<file path="src/rtl/updn_pkg.sv">
package updn_pkg;

  // Action applied to the count register at the next clock edge.
  typedef enum logic [2:0] {
    ACT_HOLD  = 3'd0,
    ACT_CLEAR = 3'd1,
    ACT_LOAD  = 3'd2,
    ACT_INC   = 3'd3,
    ACT_DEC   = 3'd4
  } count_act_e;

endpackage

</file>
<file path="src/rtl/updn_edge_sync.sv">
module updn_edge_sync #(
  parameter int STAGES = 2
) (
  input  logic clk,
  input  logic rst,
  input  logic async_i,
  output logic level_o,
  output logic rise_o
);

  logic [STAGES-1:0] chain_q;
  logic              prev_q;

  // First stage samples the raw input. The chain resets to the idle-high level.
  always_ff @(posedge clk) begin
    if (rst) chain_q[0] <= 1'b1;
    else     chain_q[0] <= async_i;
  end

  genvar gi;
  generate
    for (gi = 1; gi < STAGES; gi++) begin : g_stage
      always_ff @(posedge clk) begin
        if (rst) chain_q[gi] <= 1'b1;
        else     chain_q[gi] <= chain_q[gi-1];
      end
    end
  endgenerate

  // Holds the previous synchronized sample for edge detection.
  always_ff @(posedge clk) begin
    if (rst) prev_q <= 1'b1;
    else     prev_q <= chain_q[STAGES-1];
  end

  assign level_o = chain_q[STAGES-1];
  assign rise_o  = chain_q[STAGES-1] & ~prev_q;

endmodule

</file>
<file path="src/rtl/updn_count_core.sv">
module updn_count_core
  import updn_pkg::*;
#(
  parameter int WIDTH = 4
) (
  input  logic             clk,
  input  logic             rst,
  input  count_act_e       act_i,
  input  logic [WIDTH-1:0] din_i,
  output logic [WIDTH-1:0] q_o
);

  localparam logic [WIDTH-1:0] ONE = WIDTH'(1);

  logic [WIDTH-1:0] q_r;

  // Every bit changes on the same edge. The add and subtract wrap naturally at WIDTH bits.
  always_ff @(posedge clk) begin
    if (rst) begin
      q_r <= '0;
    end else begin
      unique case (act_i)
        ACT_CLEAR: q_r <= '0;
        ACT_LOAD:  q_r <= din_i;
        ACT_INC:   q_r <= q_r + ONE;
        ACT_DEC:   q_r <= q_r - ONE;
        default:   q_r <= q_r;
      endcase
    end
  end

  assign q_o = q_r;

endmodule

</file>
<file path="src/rtl/updn_term_decode.sv">
module updn_term_decode #(
  parameter int WIDTH = 4
) (
  input  logic [WIDTH-1:0] q_i,
  input  logic             up_level_i,
  input  logic             dn_level_i,
  input  logic             clear_i,
  input  logic             load_n_i,
  output logic             carry_n_o,
  output logic             borrow_n_o
);

  logic at_top;
  logic at_zero;
  logic counting;

  assign at_top   = &q_i;
  assign at_zero  = ~|q_i;
  assign counting = ~clear_i & load_n_i;

  // Each output goes low only while its own count input is low at the terminal value.
  assign carry_n_o  = ~(at_top  & ~up_level_i & counting);
  assign borrow_n_o = ~(at_zero & ~dn_level_i & counting);

endmodule

</file>
<file path="src/rtl/updn_dual_counter.sv">
module updn_dual_counter
  import updn_pkg::*;
#(
  parameter int WIDTH       = 4,
  parameter int SYNC_STAGES = 2
) (
  input  logic             clk,
  input  logic             rst,
  input  logic             cnt_up_i,
  input  logic             cnt_dn_i,
  input  logic             clear_i,
  input  logic             load_n_i,
  input  logic [WIDTH-1:0] din_i,
  output logic [WIDTH-1:0] q_o,
  output logic             carry_n_o,
  output logic             borrow_n_o
);

  logic       up_level, up_rise;
  logic       dn_level, dn_rise;
  count_act_e act;

  updn_edge_sync #(.STAGES(SYNC_STAGES)) u_up_sync (
    .clk     (clk),
    .rst     (rst),
    .async_i (cnt_up_i),
    .level_o (up_level),
    .rise_o  (up_rise)
  );

  updn_edge_sync #(.STAGES(SYNC_STAGES)) u_dn_sync (
    .clk     (clk),
    .rst     (rst),
    .async_i (cnt_dn_i),
    .level_o (dn_level),
    .rise_o  (dn_rise)
  );

  // Priority: clear, then load, then a single count edge while the other input is high.
  always_comb begin
    if (clear_i)                              act = ACT_CLEAR;
    else if (!load_n_i)                       act = ACT_LOAD;
    else if (up_rise && dn_level && !dn_rise) act = ACT_INC;
    else if (dn_rise && up_level && !up_rise) act = ACT_DEC;
    else                                      act = ACT_HOLD;
  end

  updn_count_core #(.WIDTH(WIDTH)) u_core (
    .clk   (clk),
    .rst   (rst),
    .act_i (act),
    .din_i (din_i),
    .q_o   (q_o)
  );

  updn_term_decode #(.WIDTH(WIDTH)) u_decode (
    .q_i        (q_o),
    .up_level_i (up_level),
    .dn_level_i (dn_level),
    .clear_i    (clear_i),
    .load_n_i   (load_n_i),
    .carry_n_o  (carry_n_o),
    .borrow_n_o (borrow_n_o)
  );

endmodule

</file>
<file path="config.mk">
export PLATFORM = sky130hd
export DESIGN_NAME = updn_dual_counter
export DESIGN_NICKNAME = d
export VERILOG_FILES = /design/src/rtl/updn_pkg.sv /design/src/rtl/updn_edge_sync.sv /design/src/rtl/updn_count_core.sv /design/src/rtl/updn_term_decode.sv /design/src/rtl/updn_dual_counter.sv
export SDC_FILE = /design/constraint.sdc
export NUM_CORES = 1
export LEC_CHECK = 0
export CAP_MARGIN = 0
export CORE_AREA = 8 8 45 47
export DETAILED_ROUTE_END_ITERATION = 7
export DIE_AREA = 0 0 53 55
export DONT_BUFFER_PORTS = 1
export PLACE_DENSITY = 0.57
export SLEW_MARGIN = 20
export SYNTH_ARGS = -nofsm -noshare
export SYNTH_HDL_FRONTEND = slang
export SYNTH_SLANG_ARGS = --single-unit
</file>
<file path="constraint.sdc">
create_clock -name clk -period 3.5 [get_ports clk]
set_clock_uncertainty 0.2 [all_clocks]
set_input_delay 0.35 -clock clk [delete_from_list [all_inputs] [get_ports clk]]
set_output_delay 0.35 -clock clk [all_outputs]
set_load 0.02 [all_outputs]
</file>
# [After elaboration in Yosys (flattened, before gate mapping)]
# Cells that the tools add are included.
[totals] reg_bits=10 wordCells=42 output_inout_bits=6
[classes] mux=5 add_sub_neg=2 eq_ne=4 n_reduce_logical=10 bitwise=14
[ops] operator="4-bit case mux with 4 select lines" count=1
[ops] operator="3-bit 2-to-1 mux" count=4
[ops] operator="1-bit AND" count=7
[ops] operator="1-bit NOT" count=7
[ops] operator="3-bit by 2-bit equality test with 1-bit output, second input constant" count=2
[ops] operator="4-bit by 1-bit adder with 4-bit output, second input constant" count=1
[ops] operator="1-bit logical AND" count=4
[ops] operator="4-bit AND reduction" count=1
[ops] operator="4-bit nonzero test" count=1
[ops] operator="4-bit OR reduction" count=1
[ops] operator="4-bit by 1-bit subtractor with 4-bit output, second input constant" count=1
[ops] operator="3-bit by 1-bit equality test with 1-bit output, second input constant" count=1
[ops] operator="3-bit equality test, second input constant" count=1
[ops] operator="1-bit zero test" count=3

# [Longest topological paths before layout]
[depth] ltp_word=10 mapped_depth=7

# [Hierarchy]
# Synthesis repeated with hierarchy kept, for this count alone.
[unflattened] cells_unflattened=71 area_unflattened_um2=639.4
[modules_own_cells] mod="updn_count_core" area_each_um2=382.9 cells_each=46 instances=1 seq_area_each_um2=80.1
[modules_own_cells] mod="updn_edge_sync" area_each_um2=85.1 cells_each=7 instances=2 seq_area_each_um2=60.1
[modules_own_cells] mod="updn_dual_counter" area_each_um2=43.8 cells_each=6 instances=1 seq_area_each_um2=0.0
[modules_own_cells] mod="updn_term_decode" area_each_um2=42.5 cells_each=5 instances=1 seq_area_each_um2=0.0

# [Least setup slack after synthesis]
# Ideal clock, no wire load.
[synth_path] kind="input-to-reg" start="input clear_i" end="register u_core.q_r[3], in the netlist u_core.q_o[3]" n_path_buf=0 required_ns=3.226 path_slack_ns=1.081 t_arrival_ns=2.145 stages=7 path_cell_list="nand4b_4 nor3b_1 ha_1 a21oi_1 a21oi_1 or4_1 a31oi_1"
[synth_via] elab_chain_cells=3 word_cells_on_any_way=7 classes_between="eq/ne: 4; mux: 2; reduce/logical: 1"
[synth_lines] element="start, declared" line_no="updn_dual_counter.sv:11" source="input logic clear_i,"
[synth_lines] element="3-bit 2-to-1 mux (*)" line_no="updn_dual_counter.sv:41" source="if (clear_i) act = ACT_CLEAR;"
[synth_lines] element="3-bit equality test, or another cell as far along" line_no="updn_count_core.sv:22" source="unique case (act_i)"
[synth_lines] element="4-bit case mux with 4 select lines or 4-bit nonzero test (tied branches)"
[synth_lines] element="end signal, assigned" line_no="updn_count_core.sv:24" source="ACT_LOAD: q_r <= din_i;"
[synth_lines] element="end signal, assigned" line_no="updn_count_core.sv:25" source="ACT_INC: q_r <= q_r + ONE;"
[synth_lines] element="end signal, assigned" line_no="updn_count_core.sv:26" source="ACT_DEC: q_r <= q_r - ONE;"
[synth_lines] element="end, declared" line_no="updn_count_core.sv:15" source="logic [WIDTH-1:0] q_r;"
# Every way passes the cells marked *; elsewhere a longest branch is shown, timed or not.
# A chain may end at the register's enable or synchronous reset.

# [Worst setup path after layout]
[layout_path] start="register u_dn_sync.chain_q[1], in the netlist u_dn_sync.level_o" end="register u_core.q_r[3], in the netlist u_core.q_o[3]"
[layout_via] elab_chain_cells=9 word_cells_on_any_way=16 classes_between="eq/ne: 4; mux: 5; bitwise: 1; reduce/logical: 6"
[layout_lines] element="start, declared" line_no="updn_edge_sync.sv:11" source="logic [STAGES-1:0] chain_q;"
[layout_lines] element="start signal, assigned by index" line_no="updn_edge_sync.sv:25" source="else chain_q[gi] <= chain_q[gi-1];"
[layout_lines] element="1-bit AND" line_no="updn_edge_sync.sv:37" source="assign rise_o = chain_q[STAGES-1] & ~prev_q;"
[layout_lines] element="1-bit logical AND (2 in a row)" line_no="updn_dual_counter.sv:44" source="else if (dn_rise && up_level && !up_rise) act = ACT_DEC;"
[layout_lines] element="3-bit 2-to-1 mux" line_no="updn_dual_counter.sv:44"
[layout_lines] element="3-bit 2-to-1 mux (*)" line_no="updn_dual_counter.sv:43" source="else if (up_rise && dn_level && !dn_rise) act = ACT_INC;"
[layout_lines] element="3-bit 2-to-1 mux (*)" line_no="updn_dual_counter.sv:42" source="else if (!load_n_i) act = ACT_LOAD;"
[layout_lines] element="3-bit 2-to-1 mux (*)" line_no="updn_dual_counter.sv:41"
[layout_lines] element="3-bit equality test, or another cell as far along" line_no="updn_count_core.sv:22"
[layout_lines] element="4-bit case mux with 4 select lines or 4-bit nonzero test (tied branches)"
# Marks and branches as above.

==> run_results.csv <==
group,metric,value,unit
run_status,status,"completed",
clock_tree,clk_path_buf_depth,2,
yosys,syn_inst,55,
timing,period_share,75.7,%
timing,tightest_slew,0.511,ns
placed_design,io_buffers,0,
yosys,syn_avg_cell_area,9.46,um^2
detailed_routing,dr.first_iter.drc_count,24,
power,ir_drop,173,uV
timing,relSlewSlack,65.8,%
global_routing,grt_max_degree,9,
power,switching_share,24.3,%
layout,final_common_cell,"dfxtp_1",
worst_setup_path,cp_max_fo,4,
layout,areaGrowthSynthToFinish,17.8,%
placed_design,dp_hpwl,957,um
yosys,synth.area.mux_share,0,%
worst_setup_path,crit_arrival,2.65,ns
clock_tree,cts.clk_slew.worst_paths,0.07,ns
worst_setup_path,cp-end-kind,"register",
worst_setup_path,slowest_delay,0.51,ns
detailed_routing,firstDrtPassIters,5,
detailed_routing,drtAntennaViolNets,0,
layout,final_nets,76,
worst_setup_path,cpMaxStageDelayCell,"or4_1",
layout,final_cell_mix,"dfxtp_1, or2_2, nor2_1, a21oi_1, dlygate4sd3_1",
layout,antenna_cells,0,
yosys,synth_compound_area_share,15.9,%
power,leakage,0.231,nW
clock_tree,cts_sinks,10,
floorplan,start_util,37.6,%
layout,drive_gt1_share,24.2,%
worst_setup_path,cpMostUsedCell,"a21oi_1",
global_routing,overflow,0,
floorplan,die_h,55,um
clock_tree,htree_levels,1,
global_routing,track_usage,10.8,%
power,seq_power_share,49.4,%
detailed_routing,drc_errors,0,
worst_setup_path,critPathKind,"reg2reg",
worst_setup_path,crit_path_start_kind,"register",
timing,period_needed,2.65,ns
yosys,yosys_warnings,0,
yosys,synth-adder-area-share,8.65,%
yosys,synth_seq_area_share,38.5,%
timing,setup_viol_count_final,0,
yosys,yosys.area_share.simple,32.2,%
yosys,syn_area,520,um^2
timing,slew_violations,0,
timing,max_freq,377,MHz
layout,fill_cells,136,
power,switchingPower,0.0630,mW
min_path,min_from,"rst",
worst_setup_path,worstPathCellList,"nand4b_4 > nor3b_1 > ha_1 > a21oi_1 > a21oi_1 > or4_1 > a31oi_1",
floorplan,core_area,1380,um^2
power,internal_power,0.196,mW
yosys,ys_types,26,
floorplan,die-area,2920,um^2
floorplan,die_x,53,um
timing,fin_ws,0.851,ns
yosys,synth-seq-cells,10,
power,comb_power_share,9.9,%
min_path,hp-class,"in2reg",
timing,fin_tns_setup,0,ns
detailed_routing,routed_wl,1.29,mm
detailed_routing,avgRoutedWirePerCell,16.5,um
detailed_routing,routed_via_density,5.74,
floorplan,num_io_pins,16,
clock_tree,clock_latency,0.27,ns
job,maxCapViolations,0,
worst_setup_path,crit_required,3.50,ns
clock_tree,ctsHoldBuffers,4,
worst_setup_path,r2r-start,"u_dn_sync.level_o$_SDFF_PP1_",
clock_tree,cts_root_buf,"clkbuf_4",
global_routing,grt_pass1_wl,2.26,mm
power,p_per_area,423,nW/um^2
timing,finalHoldViolCount,0,
clock_tree,cts_resized,0,
power,clockPowerShare,40.7,%
global_routing,grt_pass1_vias,495,
placed_design,place.gp.congestion,0.790,
placed_design,pre_cts_slack,0.867,ns
yosys,synth_xor_area_share,3.37,%
yosys,synth_top_family_by_area,"simple AND/OR/NAND/NOR gates",
timing,rsz0062_at_grt,"no",
floorplan,rows,14,
global_routing,antenna_found_initial,0,
clock_tree,cts_setup_buffers,0,
clock_tree,cts_made_buffers,3,
worst_setup_path,cp-startpoint,"u_dn_sync.level_o$_SDFF_PP1_",
detailed_routing,route.vias.total,448,
yosys,syn-num-nets,68,
clock_tree,cts_tree,"yes",
## flip-flops by register name, summed over array words and instances, names as in the netlist
signal,cells
u_core.q_o,4
u_dn_sync.chain_q,1
u_dn_sync.level_o,1
u_dn_sync.prev_q,1
u_up_sync.chain_q,1
u_up_sync.level_o,1
u_up_sync.prev_q,1
## cells in the mapped netlist
master    number  area share, %
dfxtp_1       10             38
nor4_1         1            1.2
or2_2          6            7.2
or4_1          2            2.9
a31oi_1        1            1.2
ha_1           2            4.8
nand3_1        1           0.96
nor3b_1        1            1.4
a222oi_1       1            1.9
nand3_2        1            1.9
and3_4         1            2.2
a311oi_1       1            1.7
nand2b_1       1            1.2
o21ai_0        3            2.9
nand4b_4       1            4.6
nor3_1         2            1.9
fa_1           1            3.8
xnor2_1        2            3.4
nand2_1        2            1.4
a21oi_1        5            4.8
inv_1          1           0.72
or2b_2         1            1.7
o21ba_2        1            1.9
clkbuf_1       1           0.72
a21o_1         1            1.4
nor2_1         5            3.6
## final timing paths
check                                      end  slack, ns  cells past startpoint
hold reg to reg   u_dn_sync.level_o$_SDFF_PP1_       0.21                      1
setup / recovery    u_core.q_o[3]$_SDFFE_PP0P_       0.85                      7
hold / removal      u_core.q_o[3]$_SDFFE_PP0P_       0.03                      2
setup reg to reg    u_core.q_o[3]$_SDFFE_PP0P_       0.85                      7
## power groups by stage
stage	Sequential (mW)	Combinational, mW	Clock, mW
6_report	0.128	0.0258	0.106
3_5_place_dp	0.131	0.0208	0
5_1_grt	0.129	0.0287	0.116
3_3_place_gp	0.131	0.0204	0
4_1_cts	0.128	0.0256	0.110
2_1_floorplan	0.129	0.0185	0
## worst max-delay path, delay by kind of cell, from the launching register on
kind | cells | cell delay, ns
AO/OA/AOI/OAI | 3 | 0.47
adder cells (fa/ha/maj) | 1 | 0.38
AND/OR/NAND/NOR | 3 | 1.11
flip-flops | 1 | 0.41
## cell families after synthesis
| logic type | Yosys count |
|---|---|
| xor gates and xnor gates | 2 |
| buffers and inverters | 2 |
| adders and majority gates | 3 |
| DFF | 10 |
| AOI/OAI and AO/OA | 13 |
| and+or+nand+nor | 25 |
## metrics by stage
stage / hold WS [ns] / cells / utilization, % / total power, mW / instance area [um^2]
floorplan: 0.189 / 55 / - / 0.148 / 520
global placement: 0.194 / 70 / 38.8 / 0.151 / 537
detailed placement: 0.194 / 70 / 38.8 / 0.152 / 537
CTS: 0.0210 / 78 / 44.3 / 0.264 / 613
global route: 0.0190 / 78 / 44.3 / 0.274 / 613
finish: 0.0342 / 78 / 44.3 / 0.259 / 613
## metal layers
layer | up-vias | track usage, % | share of wire [%]
met1 | 210 | 11.0 | 41
met4 | 0 | 5.17 | 1.9
met5 | - | 0 | 0
met2 | 21 | 17.6 | 45
met3 | 4 | 6.15 | 11
li1 | 213 | - | -
## area by class of cell
cell class | instances | area, um^2 | area share [%]
timing repair buffer | 4 | 40.0 | 6.53
multi-input combinational | 43 | 313 | 51.0
clock buffer | 4 | 36.3 | 5.92
inverter | 1 | 3.75 | 0.612
sequential | 10 | 200 | 32.7
tap | 16 | 20.0 | 3.27
Note: power is estimated with default switching activity, not from simulation.
